### src/rtl/buzz_pkg.sv
package buzz_pkg;
  // strobes passed from control to datapath
  typedef struct packed {
    logic load;     // register the new level this cycle
    logic run;      // pulse generation allowed
    logic gateF2;   // second tone gates the pulse train
    logic idleLvl;  // resting level (also polarity)
  } buzzCtl_t;
endpackage

### src/rtl/buzz_ctl.sv
module buzz_ctl #(
  parameter int DUTY_W = 6
) (
  input  logic                 buzzEn,
  input  logic                 powerDown,
  input  logic                 invPol,
  input  logic                 f1En,
  input  logic                 f2En,
  input  logic                 sampleTick,
  input  logic [DUTY_W-1:0]    duty,
  output buzz_pkg::buzzCtl_t   ctl
);
  logic dutyNonZero;

  always_comb begin
    dutyNonZero  = |duty;
    ctl.load     = sampleTick;
    ctl.run      = buzzEn & ~powerDown & f1En & dutyNonZero;
    ctl.gateF2   = f2En;
    ctl.idleLvl  = invPol;
  end
endmodule

### src/rtl/buzz_dp.sv
module buzz_dp #(
  parameter int DUTY_W = 6
) (
  input  logic                 clk,
  input  logic                 rstN,
  input  buzz_pkg::buzzCtl_t   ctl,
  input  logic [DUTY_W-1:0]    duty,
  input  logic [DUTY_W:0]      f1PhaseTop,
  input  logic                 f2Sq,
  output logic                 bz
);
  localparam int CMP_W = DUTY_W + 1;

  logic [CMP_W-1:0] dutyExt;
  logic             inWindow;
  logic             gateOpen;
  logic             nextLvl;

  always_comb begin
    dutyExt  = {1'b0, duty};
    inWindow = f1PhaseTop < dutyExt;
    gateOpen = ~ctl.gateF2 | f2Sq;
    nextLvl  = (ctl.run & inWindow & gateOpen) ^ ctl.idleLvl;
  end

  always_ff @(posedge clk) begin
    if (!rstN)         bz <= 1'b0;
    else if (ctl.load) bz <= nextLvl;
  end
endmodule

### src/rtl/buzz_ring_pwm.sv
module buzz_ring_pwm #(
  parameter int DUTY_W = 6
) (
  input  logic              clk,
  input  logic              rstN,
  input  logic              buzzEn,
  input  logic              powerDown,
  input  logic              invPol,
  input  logic [DUTY_W-1:0] duty,
  input  logic              f1En,
  input  logic              f2En,
  input  logic              sampleTick,
  input  logic [DUTY_W:0]   f1PhaseTop,
  input  logic              f2Sq,
  output logic              bz
);
  buzz_pkg::buzzCtl_t ctl;

  buzz_ctl #(.DUTY_W(DUTY_W)) ctlI (
    .buzzEn(buzzEn), .powerDown(powerDown), .invPol(invPol),
    .f1En(f1En), .f2En(f2En), .sampleTick(sampleTick),
    .duty(duty), .ctl(ctl)
  );

  buzz_dp #(.DUTY_W(DUTY_W)) dpI (
    .clk(clk), .rstN(rstN), .ctl(ctl), .duty(duty),
    .f1PhaseTop(f1PhaseTop), .f2Sq(f2Sq), .bz(bz)
  );
endmodule

### config.mk
export PLATFORM = sky130hd
export DESIGN_NAME = buzz_ring_pwm
export DESIGN_NICKNAME = d
export VERILOG_FILES = /design/src/rtl/buzz_pkg.sv /design/src/rtl/buzz_ctl.sv /design/src/rtl/buzz_dp.sv /design/src/rtl/buzz_ring_pwm.sv
export SDC_FILE = /design/constraint.sdc
export NUM_CORES = 1
export LEC_CHECK = 0
export ABC_AREA = 1
export ABC_CLOCK_PERIOD_IN_PS = 1300
export CORE_AREA = 10 10 47 49
export DETAILED_ROUTE_END_ITERATION = 10
export DIE_AREA = 0 0 57 59
export HOLD_SLACK_MARGIN = 0.05
export PLACE_DENSITY_LB_ADDON = 0.12
export SLEW_MARGIN = 20
export SYNTH_ARGS = -nofsm -noshare
export SYNTH_HDL_FRONTEND = slang
export SYNTH_HIERARCHICAL = 1
export SYNTH_SLANG_ARGS = --single-unit
### constraint.sdc
create_clock -name clk -period 1.3 [get_ports clk]
set_input_delay 0.26 -clock clk [delete_from_list [all_inputs] [get_ports clk]]
set_output_delay 0.26 -clock clk [all_outputs]
set_load 0.05 [all_outputs]
### After elaboration in Yosys (flattened, before gate mapping)

Cells that the tools add are included.

* bits in registers: 1
* input port bits: 22
* output and inout bits: 1
* word-level logic and storage cells: 12

* order comparisons: 1
* bitwise logic cells: 9
* reductions and logical operators: 1

Operator list (count)
* 7-bit by 6-bit less-than comparator with 1-bit output: 1
* 6-bit OR reduction: 1
* 1-bit AND: 5
* 1-bit inverter: 2
* 1-bit bitwise OR: 1
* 1-bit bitwise XOR: 1

### Depth between registers and ports, before layout

* word-level depth: 7
* depth in mapped cells: 13
* gate-level depth less buffers: 13

### Hierarchy

The synthesis kept the hierarchy.

By module, submodules not included
* buzz_dp: instances 1, cells an instance 48, area each 254.0 um^2, sequential area each 20.0 um^2
* buzz_ctl: instances 1, cells an instance 13, area each 66.3 um^2, sequential area each 0.0 um^2

### Worst setup path after synthesis

No wires, ideal clock.

* path type: input port to flip-flop
* start point: in duty[2]
* end point: reg dpI.bz
* library setup time: 0.109 ns
* arrival: 1.077 ns
* data required time: 1.191 ns
* setup slack: 0.114 ns
* stages on the path: 10
* buffers on the path: 0
* cells stage by stage: inv_1 ha_1 a21oi_1 nand2_1 nand2_1 nand4_1 nand2_1 nand3_1 nand2_1 inv_1

* cells in the longest elaborated chain, start to end: 5
* elaborated cells between the ends (all ways): 6
* classes of those cells: order compare (1); bitwise (4); reduce/logical (1)

RTL lines
* start: declaration: RTL line buzz_ring_pwm.sv:9 `input logic [DUTY_W-1:0] duty,`
* branches (longest 2 deep; another with 7-bit by 6-bit less-than comparator with 1-bit output)
* 1-bit AND (*) (2 in series): RTL line buzz_dp.sv:23 `nextLvl = (ctl.run & inWindow & gateOpen) ^ ctl.idleLvl;`
* 1-bit bitwise XOR (*): RTL line buzz_dp.sv:23
* end signal: assignment: RTL line buzz_dp.sv:28 `else if (ctl.load) bz <= nextLvl;`
* end: declaration: RTL line buzz_dp.sv:10 `output logic bz`

Mark *: on every way between the ends.
A chain may end at the register's enable or synchronous reset.

### Final worst setup path

Same ends and word-level chain as after synthesis.

==> flow_metrics.env <==
export IMPL_antenna_found_initial=0
export IMPL_final_area_um2=598.1
export IMPL_grt_pass1_wl_mm=1.511
export IMPL_clk_latency_ps=0
export IMPL_min_delay_start="dpI/bz"
export IMPL_cpMostUsedCell="nand2_1"
export IMPL_synthCells=61
export IMPL_cp_startpoint="duty[2]"
export IMPL_crit_family="simple AND/OR/NAND/NOR gates"
export IMPL_drc=0
export IMPL_syn_nets=88
export IMPL_wirelength_um=919
export IMPL_ys_ff_latch=1
export IMPL_grt_use_total_pct=5.011
export IMPL_finalCriticalPeriod_ps=1332
export IMPL_max_stage_delay_ps=260
export IMPL_grt_pass1_vias=375
export IMPL_synth_compound_area_share_pct=5.469
export IMPL_final_cell_mix="inv_1 (14), nand2_1 (13), dlygate4sd2_1 (6), buf_2 (6)"
export IMPL_slew_headroom_pct=90.69
export IMPL_rsz0062_at_grt="true"
export IMPL_crit_arrival_ps=1220
export IMPL_muxShareOfSynthArea_pct=0
export IMPL_drt_pass1_iterations=5
export IMPL_power_leakage_nw=0.3311
export IMPL_final_common_cell="inv_1"
export IMPL_n_antenna_cell=0
export IMPL_finalSetupViolCount=1
export IMPL_synth_adder_area_share_pct=19.53
export IMPL_violations="setup timing"
export IMPL_hold_viol=0
export IMPL_num_io_pins=23
export IMPL_post_route_period_util_pct=102.5
export IMPL_required_ps=1190
export IMPL_wl_per_cell_um=9.378
export IMPL_gp_congestion=0.6616
export IMPL_clk_pin_slew_ps=0
export IMPL_via_per_inst=3.918
export IMPL_fp_coreArea_mm2=0.001401
export IMPL_vias=384
export IMPL_nets=111
export IMPL_synth_simple_gate_area_share_pct=38.28
export IMPL_die_height_um=59
export IMPL_synthDistinctLibCells=12
export IMPL_yosys_warnings=6
export IMPL_status="finished, violations left"
export IMPL_ys_seq_area_share_pct=6.250
export IMPL_crit_fanout=2
export IMPL_grt_start_max_net_pins=4
export IMPL_largestRegisters="dpI/bz x1"
export IMPL_worstSetupPathType="primary input to flip-flop"
export IMPL_crit_buf_inv=4
export IMPL_syn_to_final_growth_pct=86.72
export IMPL_fin_ws_ps=-32.01
export IMPL_start_util_pct=22.86
export IMPL_row_count=14
export IMPL_crit_chain="buf_8 > inv_4 > ha_4 > nand2_2 > inv_2 > nand2_2 > nand2_2 > nand2_1 > nand2_1 > nand2_1 > nand3_1 > nand3_1 > nand2_1 > inv_1"
export IMPL_max_freq_ghz=0.7507
export IMPL_place_area_um2=563.0
export IMPL_p_per_area_mw_per_mm2=343.6
export IMPL_largest_reg_flops=1
export IMPL_syn_area_um2=320.3
export IMPL_overflow=0
export IMPL_drive_gt1_share_pct=35.37
export IMPL_synth_top_family_by_area="simple AND/OR/NAND/NOR gates"
export IMPL_dieArea_mm2=0.003363
export IMPL_setup_tns_ps=-32.01
export IMPL_vdd_ir_drop_max_mv=0.1688
export IMPL_maxCapViolCount=0
export IMPL_portBuffers=22
export IMPL_fillCellCount=171
export IMPL_syn_avg_cell_area_um2=5.251
export IMPL_die_x_um=57
export IMPL_holdBufCountCts=0
export IMPL_hpwl_um=778.8
export IMPL_synthXorXnorAreaFrac_pct=0
export IMPL_worstReg2RegStart="dpI/bz"
export IMPL_slew_viol_final=0
export IMPL_fin_worst_skew_ps=0
export IMPL_hp_class="flip-flop to flip-flop"
export IMPL_crit_path_start_kind="primary input"
export IMPL_dr_first_iter_drc_count=9
export IMPL_drtAntennaViolNets=0
export IMPL_worst_slew_pin_slew_ps=138.6
export IMPL_end_kind="flip-flop"
export IMPL_regMostFlops="dpI/bz"
export IMPL_cpMaxStageDelayCell="ha_4"
power by group:
part	internal, W	switching [W]	leakage (nW)
clock	0	0	0
combinational	0.0000958	0.0000737	0.323
sequential	0.0000336	0.00000240	0.00832
total	0.000129	0.0000761	0.331
cell usage after synthesis, drive strengths merged:
| cell type | n | share of area [%] |
|---|---|---|
| inv | 20 | 23 |
| nand2 | 16 | 19 |
| nor2 | 7 | 9.8 |
| ha | 5 | 20 |
| nand3 | 4 | 6.3 |
| buf | 3 | 7.0 |
| a21oi | 2 | 3.1 |
| dfxtp | 1 | 6.3 |
| nand4 | 1 | 2.0 |
| nor3 | 1 | 1.6 |
| o21a | 1 | 2.3 |
worst reg2reg max path: cells and delay by family, from the launching register on:
family	cells	cell delay [ps]
DFF	1	320
AOI/OAI and AO/OA	1	190
and+or+nand+nor	1	60
buffers and inverters	1	30
routing by layer:
metal / vias to the layer above / GRT usage [%] / share of wire, %
met2: 14 / 8.527 / 51
met4: 0 / 0 / 0
met1: 153 / 6.406 / 41
met3: 0 / 1.502 / 8.6
li1: 217 / - / -
met5: - / 0 / 0
through the flow:
step	util (%)	cells	total power [W]	hold slack, ps	setup WS, ps
after floorplan	-	61	0.0001059	458.4	114.0
after global placement	40.18	98	0.0001892	600.3	-485.1
after detailed placement	40.18	98	0.0001905	618.6	-502.1
after CTS	41.61	98	0.0001972	615.4	-53.59
after global routing	42.68	98	0.0002274	638.1	-155.7
final	42.68	98	0.0002055	622.3	-32.01
what timing repair did:
item | in CTS | in global routing
pin swaps | 27 | 10
gates resized for setup | 58 | 6
endpoints found under the setup margin | 1 | 1
setup buffers | 0 | 0
gates cloned | 0 | 0
path summary, 6_finish.rpt:
path         slack [ps]     end  cells after the start
max                 -30  dpI/bz                     14
min reg2reg         620  dpI/bz                      3
min                 620  dpI/bz                      3
max reg2reg         590  dpI/bz                      3
area by class of cell:
cell class	count	area, um^2	area share (%)
Timing Repair Buffer	24	216.5	36.19
Sequential cell	1	20.02	3.347
Inverter	20	77.57	12.97
Tap cell	16	20.02	3.347
Multi-Input combinational cell	37	264.0	44.14
logic make-up after synthesis:
family,after synthesis
compound gates,3
flops,1
fa+ha+maj,5
buf+inv,23
simple gates,29
Power figures use the tool's default switching activity.
